$ cat src/rtl/vmask_pkg.sv
`timescale 1ns/1ps
package vmask_pkg;
  localparam int VEC_W   = 128;
  localparam int IMM_W   = 16;
  localparam int POS_W   = 8;
  localparam int SZ_W    = 4;
  localparam int N_SIZES = 4;
  localparam int MIN_EW  = 8;

  typedef enum logic {
    OP_BYTE  = 1'b0,
    OP_RANGE = 1'b1
  } op_e;
endpackage

$ cat src/rtl/vmask_byte_exp.sv
`timescale 1ns/1ps
module vmask_byte_exp #(
  parameter int VEC_W = 128,
  parameter int IMM_W = 16
) (
  input  logic [IMM_W-1:0] imm_i,
  output logic [VEC_W-1:0] vec_o
);
  localparam int LANE_W = VEC_W / IMM_W;

  for (genvar i = 0; i < IMM_W; i++) begin : g_lane
    assign vec_o[i*LANE_W +: LANE_W] = {LANE_W{imm_i[i]}};
  end
endmodule

$ cat src/rtl/vmask_range_elem.sv
`timescale 1ns/1ps
module vmask_range_elem #(
  parameter int ELEM_W = 8,
  localparam int LW    = $clog2(ELEM_W)
) (
  input  logic [LW-1:0]     start_i,
  input  logic [LW-1:0]     end_i,
  output logic [ELEM_W-1:0] pat_o
);
  logic wrap;
  assign wrap = start_i > end_i;

  // position p counts from the MSB
  for (genvar p = 0; p < ELEM_W; p++) begin : g_pos
    localparam logic [LW-1:0] POS = LW'(p);
    logic ge_s, le_e;
    assign ge_s = POS >= start_i;
    assign le_e = POS <= end_i;
    assign pat_o[ELEM_W-1-p] = wrap ? (ge_s | le_e) : (ge_s & le_e);
  end
endmodule

$ cat src/rtl/vmask_gen.sv
`timescale 1ns/1ps
module vmask_gen
  import vmask_pkg::*;
#(
  parameter int VW    = VEC_W,
  parameter int IW    = IMM_W,
  parameter int PW    = POS_W,
  parameter int SW    = SZ_W,
  parameter int NSZ   = N_SIZES,
  localparam int SIDX = $clog2(NSZ)
) (
  input  logic          clk_i,
  input  logic          rst_ni,
  input  logic          valid_i,
  input  logic          op_i,
  input  logic [IW-1:0] imm_i,
  input  logic [PW-1:0] start_i,
  input  logic [PW-1:0] end_i,
  input  logic [SW-1:0] size_i,
  output logic [VW-1:0] vec_o,
  output logic          done_o,
  output logic          spec_err_o
);
  logic [VW-1:0] byte_vec;
  logic [VW-1:0] rng_vec [NSZ];
  logic [VW-1:0] vec_d;
  logic          size_ok, err_d;

  vmask_byte_exp #(.VEC_W(VW), .IMM_W(IW)) u_byte (
    .imm_i (imm_i),
    .vec_o (byte_vec)
  );

  for (genvar k = 0; k < NSZ; k++) begin : g_size
    localparam int EW = MIN_EW << k;
    localparam int LW = $clog2(EW);
    logic [EW-1:0] pat;
    vmask_range_elem #(.ELEM_W(EW)) u_elem (
      .start_i (start_i[LW-1:0]),
      .end_i   (end_i[LW-1:0]),
      .pat_o   (pat)
    );
    assign rng_vec[k] = {(VW/EW){pat}};
  end

  assign size_ok = size_i < SW'(NSZ);
  assign err_d   = (op_i == OP_RANGE) && !size_ok;
  assign vec_d   = (op_i == OP_RANGE) ? rng_vec[size_i[SIDX-1:0]] : byte_vec;

  always_ff @(posedge clk_i or negedge rst_ni) begin
    if (!rst_ni) begin
      vec_o      <= '0;
      done_o     <= 1'b0;
      spec_err_o <= 1'b0;
    end else begin
      done_o     <= valid_i;
      spec_err_o <= valid_i && err_d;
      if (valid_i && !err_d) vec_o <= vec_d;
    end
  end

  assert_done_follows_valid_R8: assert property (@(posedge clk_i) disable iff (!rst_ni)
    valid_i |=> done_o);
  assert_idle_hold_R8: assert property (@(posedge clk_i) disable iff (!rst_ni)
    !valid_i |=> !done_o && !spec_err_o && $stable(vec_o));
  assert_err_holds_vec_R3: assert property (@(posedge clk_i) disable iff (!rst_ni)
    valid_i && op_i && (size_i > 4'd3) |=> spec_err_o && done_o && $stable(vec_o));
  assert_byte_no_err_R10: assert property (@(posedge clk_i) disable iff (!rst_ni)
    valid_i && !op_i |=> !spec_err_o);
  assert_byte_lane0_R1: assert property (@(posedge clk_i) disable iff (!rst_ni)
    valid_i && !op_i |=> vec_o[7:0] == {8{$past(imm_i[0])}});
  assert_single_bit_R5: assert property (@(posedge clk_i) disable iff (!rst_ni)
    valid_i && op_i && size_i == 4'd0 && ((start_i % 8) == (end_i % 8))
    |=> $countones(vec_o) == 16);
  assert_replicate_R7: assert property (@(posedge clk_i) disable iff (!rst_ni)
    valid_i && op_i && size_i == 4'd1 |=> vec_o[VW-1 -: 16] == vec_o[15:0]);
endmodule

$ cat config.mk
export PLATFORM = sky130hd
export DESIGN_NAME = vmask_gen
export DESIGN_NICKNAME = d
export VERILOG_FILES = /design/src/rtl/vmask_pkg.sv /design/src/rtl/vmask_byte_exp.sv /design/src/rtl/vmask_range_elem.sv /design/src/rtl/vmask_gen.sv
export SDC_FILE = /design/constraint.sdc
export NUM_CORES = 1
export LEC_CHECK = 0
export ABC_AREA = 1
export BUFFER_PORTS_ARGS = -buffer_cell sky130_fd_sc_hd__buf_4
export CELL_PAD_IN_SITES_DETAIL_PLACEMENT = 1
export CELL_PAD_IN_SITES_GLOBAL_PLACEMENT = 1
export CORE_ASPECT_RATIO = 1.4
export CORE_MARGIN = 8
export CORE_UTILIZATION = 43
export CTS_BUF_LIST = sky130_fd_sc_hd__clkbuf_4 sky130_fd_sc_hd__clkbuf_8
export DETAILED_ROUTE_END_ITERATION = 10
export PLACE_DENSITY = 0.91
export SLEW_MARGIN = 20
export SYNTH_ARGS = -nofsm -noshare
export SYNTH_HDL_FRONTEND = slang
export SYNTH_SLANG_ARGS = --single-unit
$ cat constraint.sdc
create_clock -name clk_i -period 1.9 [get_ports clk_i]
set_clock_uncertainty 0.1 [all_clocks]
set_input_delay 0.285 -clock clk_i [delete_from_list [all_inputs] [get_ports clk_i]]
set_output_delay 0.285 -clock clk_i [all_outputs]
set_load 0.01 [all_outputs]
==> metrics.md, run 1 <==
| Metric | Value |
|---|---|
| Top cells by area, synth | dfrtp_1, nand2_1, a21oi_1 |
| Die width | 143 microns |
| Worst EP post-GRT repair | vec_o[95]$_DFFE_PN0P_/D |
| Top-area cell type share of the netlist area | 33.3% |
| Starting Density | 43.6% |
| Hpwl dp | 41.0 mm |
| Number of synthesized flops with an enable pin | 0 |
| First Err | [ERROR GRT-0232] Routing congestion too high. Check the congestion heatmap in the GUI. |
| Status | did not finish |
| Total GRT Usage | 74.1% |
| Mapped cell area | 9780 sq um |
| Most frequent cell after synthesis | nand2_1 |
| H-tree depth | 4 |
| Die height | 194 microns |
| Avg Synthesized Cell Area | 5.75 sq um |
| I/O pins | 170 |
| Global route total overflow | 77 |
| Cts bufs inserted | 17 |
| Placed cell count | 2,284 |
| Syn Nets | 1,748 |
| # rows | 65 |
| Maximum root-to-sink buffer count | 2 |
| Port buffer count | 165 |
| Clk sink count | 130 |
| Yosys top cell by area | dfrtp_1 |
| Ys Warns | 0 |
| Synth cell count leaders | nand2_1, nor2_1, a21oi_1 |
| Worst EP kind | register data pin |
| GPL Wtd Cong | 1.06 |
| Cells after synthesis | 1,702 |
| Root Buffer | clkbuf_8 |
| Post-synth ARST share | 100% |
| Largest net degree at the start of global routing | 65 |
| Register area share after synthesis | 33.3% |
| Synth Register Bits | 130 |
| Netlist cell types | 23 |
| Stage reached | global routing (5_1_grt) |
| Initial antenna violation count | 12 |
| Primary FF master, synth | dfrtp_1 |
| DP Area | 12,900 sq um |
## routing by layer
layer / overflow / GRT usage (%)
met1: 3 / 73.2
met2: 35 / 86.6
met3: 0 / 63.1
met4: 39 / 75.9
met5: 0 / 26.8
## kinds of logic after synthesis
logic type / Yosys count / share of synthesized area, %
AO/OA/AOI/OAI: 250 / 13.0
adder cells (fa/ha/maj): 6 / 0.767
buffers and inverters: 197 / 7.93
flip-flops: 130 / 33.3
AND/OR/NAND/NOR: 1119 / 45.0
## stage by stage
step           TNS, ns  hold WS, ns  setup WS, ns
2_1_floorplan    -6.32       -0.111       -0.0789
3_3_place_gp    -43.59       0.0996        -0.516
3_5_place_dp    -57.35        0.104        -0.675
4_1_cts          -2.94        0.115       -0.0989
## timing repair
item	CTS
setup buffers	5
gates resized for setup	93
pin swaps	20
hold buffers	2
cloned	1
endpoints found under the hold margin	100
endpoints found under the setup margin	105
==> inputs of run 2 (changes only) <==
--- a/config.mk
+++ b/config.mk
@@ -7,14 +7,10 @@
 export LEC_CHECK = 0
 export ABC_AREA = 1
 export BUFFER_PORTS_ARGS = -buffer_cell sky130_fd_sc_hd__buf_4
-export CELL_PAD_IN_SITES_DETAIL_PLACEMENT = 1
-export CELL_PAD_IN_SITES_GLOBAL_PLACEMENT = 1
-export CORE_ASPECT_RATIO = 1.4
 export CORE_MARGIN = 8
-export CORE_UTILIZATION = 43
-export CTS_BUF_LIST = sky130_fd_sc_hd__clkbuf_4 sky130_fd_sc_hd__clkbuf_8
+export CORE_UTILIZATION = 40
 export DETAILED_ROUTE_END_ITERATION = 10
-export PLACE_DENSITY = 0.91
+export PLACE_DENSITY_LB_ADDON = 0.15
 export SLEW_MARGIN = 20
 export SYNTH_ARGS = -nofsm -noshare
 export SYNTH_HDL_FRONTEND = slang
==> metrics.md, run 2 <==
| Metric | Value |
|---|---|
| Critical Path RT | 2.10 ns |
| Status | finished, final reports clean |
| Slowest cell on the critical path | ha_4 |
| Leakage Power | 7.56 nW |
| Die footprint | 29,700 sq um |
| PwrDens | 806 nW/um^2 |
| Sw frac | 37.3% |
| # rows | 57 |
| Crit-path max cell delay | 0.28 ns |
| Avg Synthesized Cell Area | 5.75 sq um |
| Register-to-register setup slack | 0.98 ns |
| GPL Wtd Cong | 0.983 |
| Netlist cell types | 23 |
| Logic pwr share | 37.6% |
| R2R Path End | vec_o[83] |
| CTS tree | done |
| Critical path depth | 15 |
| Register area share after synthesis | 33.3% |
| Fin crit share | 98.8% |
| Fin crit period | 1.88 ns |
| Tightest Hold Check Type | in2reg |
| Drt pass-1 iters | 6 |
| Critical Path Source | end_i[2] |
| Die width | 172 microns |
| Drt drc | 0 |
| Ys Warns | 0 |
| Root Buffer | clkbuf_16 |
| Max cap viols | 0 |
| Primary FF master, synth | dfrtp_1 |
| Internal power | 6.92 mW |
| First-pass GRT wire length | 65.6 mm |
| Worst reg-to-reg path cell count | 2 |
| Synth cell count leaders | nand2_1, nor2_1, a21oi_1 |
| Global route total overflow | 0 |
| Top delay family on crit path | simple AND/OR/NAND/NOR gates |
| Largest regs | vec_o: 128 flops, done_o: 1 flops, spec_err_o: 1 flops |
| DRT antenna net count | 0 |
| Final core utilization | 56.7% |
| Max reg flops | 128 |
| Synth Register Bits | 130 |
| Vias | 12,495 |
| Placed cell count | 2,302 |
| Number of synthesized flops with an enable pin | 0 |
| Cts bufs inserted | 17 |
| Mapped cell area | 9780 sq um |
| Maximum root-to-sink buffer count | 2 |
| Most frequent cell after synthesis | nand2_1 |
| Initial drt markers | 1,380 |
| Crit start category | primary input |
| Setup crit end | vec_o[97] |
| Vias in the first global route | 11,951 |
| Worst path most repeated cell | nand2_1 |
| Nets@finish | 2,052 |
| Worst setup EP type | register |
| Slew Viols, Final | 0 |
| Clk sink count | 130 |
| Total GRT Usage | 28.7% |
| Kind of critical path | in2reg |
| Yosys top cell by area | dfrtp_1 |
| Largest register by flop count | vec_o |
| Clock Pin Slew Worst Setup and Hold Paths | 0.06 ns |
| Final Total Pwr | 11.0 mW |
| Crit path DAT | 2.07 ns |
| WP buf/inv | 5 |
| Max FO, Critical Path | 7 |
| RSZ-0062 raised after global routing | true |
| Share of layout cells above drive strength 1 | 22.8% |
| Vias/cell | 5.33 |
| I/O pins | 170 |
| Die height | 172 microns |
| Sequential share of power | 32.2% |
| Final setup violation count | 0 |
| Clk_lat worst skew | 0.42 ns |
| Hpwl dp | 33.1 mm |
| Relative slew margins | 65.6% |
| Most common cell after layout, fill and taps aside | nand2_1 |
| Port buffer count | 165 |
| H-tree depth | 4 |
| N_diodes | 0 |
| Crit Reg-Reg Startpoint | vec_o[83] |
| Post-synth ARST share | 100% |
| Core Region | 24,200 sq um |
| Fmax | 533 MHz |
| Peak supply drop | 0.589 mV |
| Most frequent cells in the layout | nand2_1, buf_4, nor2_1, a21oi_1, dfrtp_1 |
| Final TNS setup | 0 ns |
| Top-area cell type share of the netlist area | 33.3% |
| Clock Power Share | 30.3% |
| Initial antenna violation count | 0 |
| Critical Path, Cell by Cell | buf_4 -> clkinv_2 -> ha_4 -> nand3_1 -> buf_4 -> o21bai_4 -> buf_4 -> buf_4 -> nand3_1 -> nand2_1 -> nand2_1 -> nand2_1 -> nand2_1 -> nand2_1 -> a21oi_1 |
| Syn Nets | 1,748 |
| Top cells by area, synth | dfrtp_1, nand2_1, a21oi_1 |
| Cell Count, Final, Fillers Out | 2,343 |
| Measured slew at the worst slew-check pin | 0.516 ns |
| Post-Route WL | 43.4 mm |
| Cells after synthesis | 1,702 |
| Final count of hold timing violations | 0 |
| WL/cell | 18.5 microns |
| Starting Density | 40.5% |
| P_sw | 4.12 mW |
| Area grow syn2layout | 40.1% |
| Largest net degree at the start of global routing | 65 |
-- run 2: logic make-up (layout without fill, tap and decap cells) --
family	count (synthesis)	count (layout)	share of synthesized area, %
flip-flops	130	130	33.3
adder cells (fa/ha/maj)	6	6	0.767
AO/OA/AOI/OAI	250	250	13.0
AND/OR/NAND/NOR	1119	1119	45.0
buffers and inverters	197	514	7.93
-- run 2: area by class of cell --
class,instances,area (sq um)
fill,2423,10500
multi-input combinational,1375,5970
sequential,130,3250
timing repair buffer,367,3030
inverter,115,444
clock buffer,18,429
tap,324,405
clock inverter,14,170
-- run 2: worst min path at each step --
stage               from    endpoint  slack [ns]  cells after the start
2_1_floorplan     rst_ni      done_o       -0.11                      0
6_report       size_i[2]  spec_err_o        0.10                      3
3_3_place_gp      rst_ni   vec_o[92]        0.19                      1
3_5_place_dp      rst_ni   vec_o[92]        0.19                      1
4_1_cts        size_i[2]  spec_err_o        0.09                      3
5_1_grt        size_i[2]  spec_err_o        0.12                      3
-- run 2: worst reg2reg max path: cells and delay by family, from the launching register on --
| family | cells | cell delay [ns] |
|---|---|---|
| flip-flops | 1 | 0.46 |
| AND/OR/NAND/NOR | 1 | 0.18 |
| AO/OA/AOI/OAI | 1 | 0.07 |
-- run 2: metrics by stage --
stage / setup WS (ns) / area (sq um) / hold slack (ns)
after CTS: 0.0332 / 13400 / 0.0889
final: 0.0229 / 13700 / 0.101
after detailed placement: -0.452 / 12800 / 0.188
after global placement: -0.446 / 12800 / 0.186
after global routing: -0.0512 / 13700 / 0.117
after floorplan: -0.0789 / 10000 / -0.111
-- run 2: repair_timing --
item / in CTS / in global routing
gates cloned: 0 / 3
setup buffers: 1 / 3
resized for setup: 1 / 48
hold endpoints to repair: 34 / 0
pin swaps: 1 / 8
hold buffers: 2 / 0
setup endpoints to repair: 4 / 117
-- run 2: per-layer routing --
metal	GRT usage [%]	share of wire, %
met3	5.23	8.5
met5	0	0
met4	12.4	4.0
met1	36.3	40
met2	47.3	47
-- run 2: power by group through the flow --
stage               combinational [mW]  clock (mW)  sequential (mW)
floorplan                         1.84           0             3.72
global placement                  3.92           0             3.58
detailed placement                3.96           0             3.59
CTS                               3.98        3.37             3.55
global route                      4.54        3.49             3.60
finish                            4.15        3.34             3.55
No activity file was read; power rests on OpenSTA's default activity.
==> inputs of run 3 (changes only) <==
--- a/config.mk
+++ b/config.mk
@@ -5,7 +5,7 @@
 export SDC_FILE = /design/constraint.sdc
 export NUM_CORES = 1
 export LEC_CHECK = 0
-export ABC_AREA = 1
+export ABC_AREA = 0
 export BUFFER_PORTS_ARGS = -buffer_cell sky130_fd_sc_hd__buf_4
 export CORE_MARGIN = 8
 export CORE_UTILIZATION = 40
==> metrics.md, run 3 <==
| Metric | Value |
|---|---|
| Slew Viols, Final | 0 |
| I/O pins | 170 |
| Syn Nets | 1,121 |
| Final worst setup slack | -0.423 ns |
| Register area share after synthesis | 38.1% |
| Fraction of synthesized area in multiplexers | 0% |
| Dpl ws | -1.21 ns |
| Placed cell count | 1,738 |
| Maximum root-to-sink buffer count | 2 |
| Most common cell after layout, fill and taps aside | buf_4 |
| Final TNS setup | -37.30 ns |
| Primary FF master, synth | dfrtp_1 |
| Largest regs | vec_o: 128 flops, done_o: 1 flops, spec_err_o: 1 flops |
| Final count of hold timing violations | 0 |
| CTS tree | done |
| Slowest cell on the critical path | maj3_2 |
| Critical Path RT | 2.07 ns |
| Starting Density | 40.7% |
| Fillers | 1,574 |
| Top-area cell type share of the netlist area | 38.1% |
| Hold depth | 4 |
| PwrDens | 827 nW/um^2 |
| Initial drt markers | 1,289 |
| Met2 usage | 49.8% |
| Root Buffer | clkbuf_16 |
| Max cap viols | 0 |
| Cells after synthesis | 1,075 |
| Vias | 11,228 |
| Max reg flops | 128 |
| Peak supply drop | 0.402 mV |
| Vias/cell | 6.19 |
| Fin crit share | 122% |
| Clock Pin Slew Worst Setup and Hold Paths | 0.06 ns |
| Leakage Power | 6.70 nW |
| Register-to-register setup slack | 0.97 ns |
| Grt met1 use | 41.9% |
| Area grow syn2layout | 77.3% |
| Synth cell count leaders | nand2_1, dfrtp_1, nor2_1 |
| Drt drc | 0 |
| Yosys top cell by area | dfrtp_1 |
| Port buffer count | 165 |
| Global route total overflow | 0 |
| Fin crit period | 2.32 ns |
| Synth Area in Simple Gates | 18.4% |
| Worst reg-to-reg path cell count | 2 |
| Share of layout cells above drive strength 1 | 50.5% |
| N_diodes | 0 |
| Crit-path max cell delay | 0.32 ns |
| Netlist cell types | 69 |
| H-tree depth | 4 |
| Min-delay src | imm_i[10] |
| Core Region | 21,000 sq um |
| Status | finished, violations left |
| Crit Reg-Reg Startpoint | vec_o[106] |
| Post-Route WL | 44.7 mm |
| Nets@finish | 1,573 |
| Compound-Gate Fraction of Synth Area | 32.3% |
| Cts bufs inserted | 17 |
| Clk sink count | 130 |
| Failing checks | negative setup slack |
| Most frequent cells in the layout | buf_4, nand2_1, dfrtp_1, nor2_1, o21ai_1 |
| GPL Wtd Cong | 1.03 |
| Crit start category | primary input |
| GRT met3 Usage | 7.77% |
| Main combinational cell family by area after synthesis | compound AO/OA/AOI/OAI gates |
| Worst setup EP type | register |
| Top Usage Layer GRT | met2 |
| Die width | 162 microns |
| Fmax | 430 MHz |
| Synth Register Bits | 130 |
| R2R Path End | vec_o[106] |
| Post-Synth XOR/XNOR Area | 0% |
| Vias in the first global route | 10,967 |
| Relative slew margins | 39.4% |
| Die height | 162 microns |
| Tightest Hold Check Type | in2reg |
| Crit path DAT | 2.49 ns |
| Top cells by area, synth | dfrtp_1, nand2_1, o21ai_1 |
| First-pass GRT wire length | 66.0 mm |
| WHS Endpoint | vec_o[85] |
| Ys Warns | 0 |
| Max FO, Critical Path | 7 |
| Hpwl dp | 32.1 mm |
| WL/cell | 24.7 microns |
| Clk_lat worst skew | 0.42 ns |
| Critical Path, Cell by Cell | buf_8 -> inv_4 -> ha_4 -> and2b_1 -> o2111a_1 -> o21a_4 -> buf_12 -> buf_6 -> maj3_2 -> a211oi_2 -> buf_4 -> o21ai_1 |
| Largest net degree at the start of global routing | 45 |
| Post-Synth Adder-Cell Area | 6.51% |
| RSZ-0062 raised after global routing | true |
| Largest register by flop count | vec_o |
| Initial antenna violation count | 0 |
| Die footprint | 26,300 sq um |
| Number of synthesized flops with an enable pin | 0 |
| Drt pass-1 iters | 6 |
| Mapped cell area | 8530 sq um |
| Measured slew at the worst slew-check pin | 0.899 ns |
| # rows | 53 |
| Total GRT Usage | 32.6% |
| Final setup violation count | 128 |
| Post-synth ARST share | 100% |
| Avg Synthesized Cell Area | 7.94 sq um |
| Kind of critical path | in2reg |
| Most frequent cell after synthesis | nand2_1 |
| Cell Count, Final, Fillers Out | 1,815 |
| DRT antenna net count | 0 |
-- run 3: changes by cell type in the layout (fill, tap and decap cells not counted), moves of 34 or more --
cell,previous run,this run
a21oi_1,184,31
a22o_1,0,40
buf_4,342,437
buf_6,2,45
inv_1,101,10
maj3_2,0,34
nand2_1,712,175
nand3_1,122,16
nor2_1,233,104
o21ai_1,6,89
o21ai_2,0,34
-- run 3: layout make-up --
class	instances	area, sq um	share of cell area, %
inverter	16	67.6	0.446
clock buffer	19	443	2.93
tap	275	344	2.27
timing repair buffer	514	4400	29.1
multi-input combinational	848	6400	42.3
clock inverter	13	221	1.46
sequential	130	3250	21.5
-- run 3: worst max path at each step --
stage          startpoint         end  slack, ns  depth (start not counted)
2_1_floorplan    end_i[1]   vec_o[49]      -0.75                         13
4_1_cts          end_i[1]  vec_o[112]      -0.31                         12
6_report         end_i[1]   vec_o[46]      -0.42                         12
5_1_grt          end_i[1]   vec_o[67]      -0.45                         12
3_5_place_dp     end_i[1]   vec_o[85]      -1.21                         12
3_3_place_gp     end_i[1]   vec_o[93]      -1.15                         11
-- run 3: kinds of logic after synthesis --
kind of cell / count (synthesis)
flops: 130
simple gates: 371
buf+inv: 98
compound gates: 423
fa+ha+maj: 53
-- run 3: stage by stage --
| stage | utilization (%) | hold WS (ns) | power (mW) | area [sq um] |
|---|---|---|---|---|
| 3_3_place_gp | 60.3 | 0.176 | 7.76 | 12600 |
| 5_1_grt | 72.2 | 0.197 | 13.0 | 15100 |
| 4_1_cts | 69.0 | 0.177 | 12.1 | 14500 |
| 6_report | 72.2 | 0.187 | 12.5 | 15100 |
| 2_1_floorplan | - | -0.111 | 5.49 | 8970 |
| 3_5_place_dp | 60.3 | 0.176 | 7.83 | 12600 |
-- run 3: routing by layer --
metal | routed length (microns) | vias to the layer above | part of all wire (%)
met5 | 0 | - | 0
met4 | 2750 | 0 | 6.1
met3 | 4870 | 199 | 11
met2 | 19700 | 769 | 44
met1 | 17400 | 5382 | 39
li1 | - | 4878 | -
-- run 3: what timing repair did --
| action | in CTS | in global routing |
|---|---|---|
| gates cloned | 2 | 2 |
| endpoints found under the setup margin | 128 | 128 |
| hold buffers | 2 | 0 |
| setup buffers | 34 | 19 |
| pin swaps | 107 | 104 |
| hold endpoints to repair | 31 | 0 |
| resized for setup | 184 | 108 |
-- run 3: where the power goes --
group	total, mW	switching (mW)	internal, mW	leakage (nW)
sequential	3.57	0.314	3.25	1.60
clock	3.71	1.32	2.40	0.322
combinational	5.23	2.72	2.51	4.78
-- run 3: worst max-delay path: cells and delay by family --
family	cells	cell delay (ns)
AO/OA/AOI/OAI	4	0.87
buffers and inverters	5	0.61
adder cells (fa/ha/maj)	2	0.52
AND/OR/NAND/NOR	1	0.19
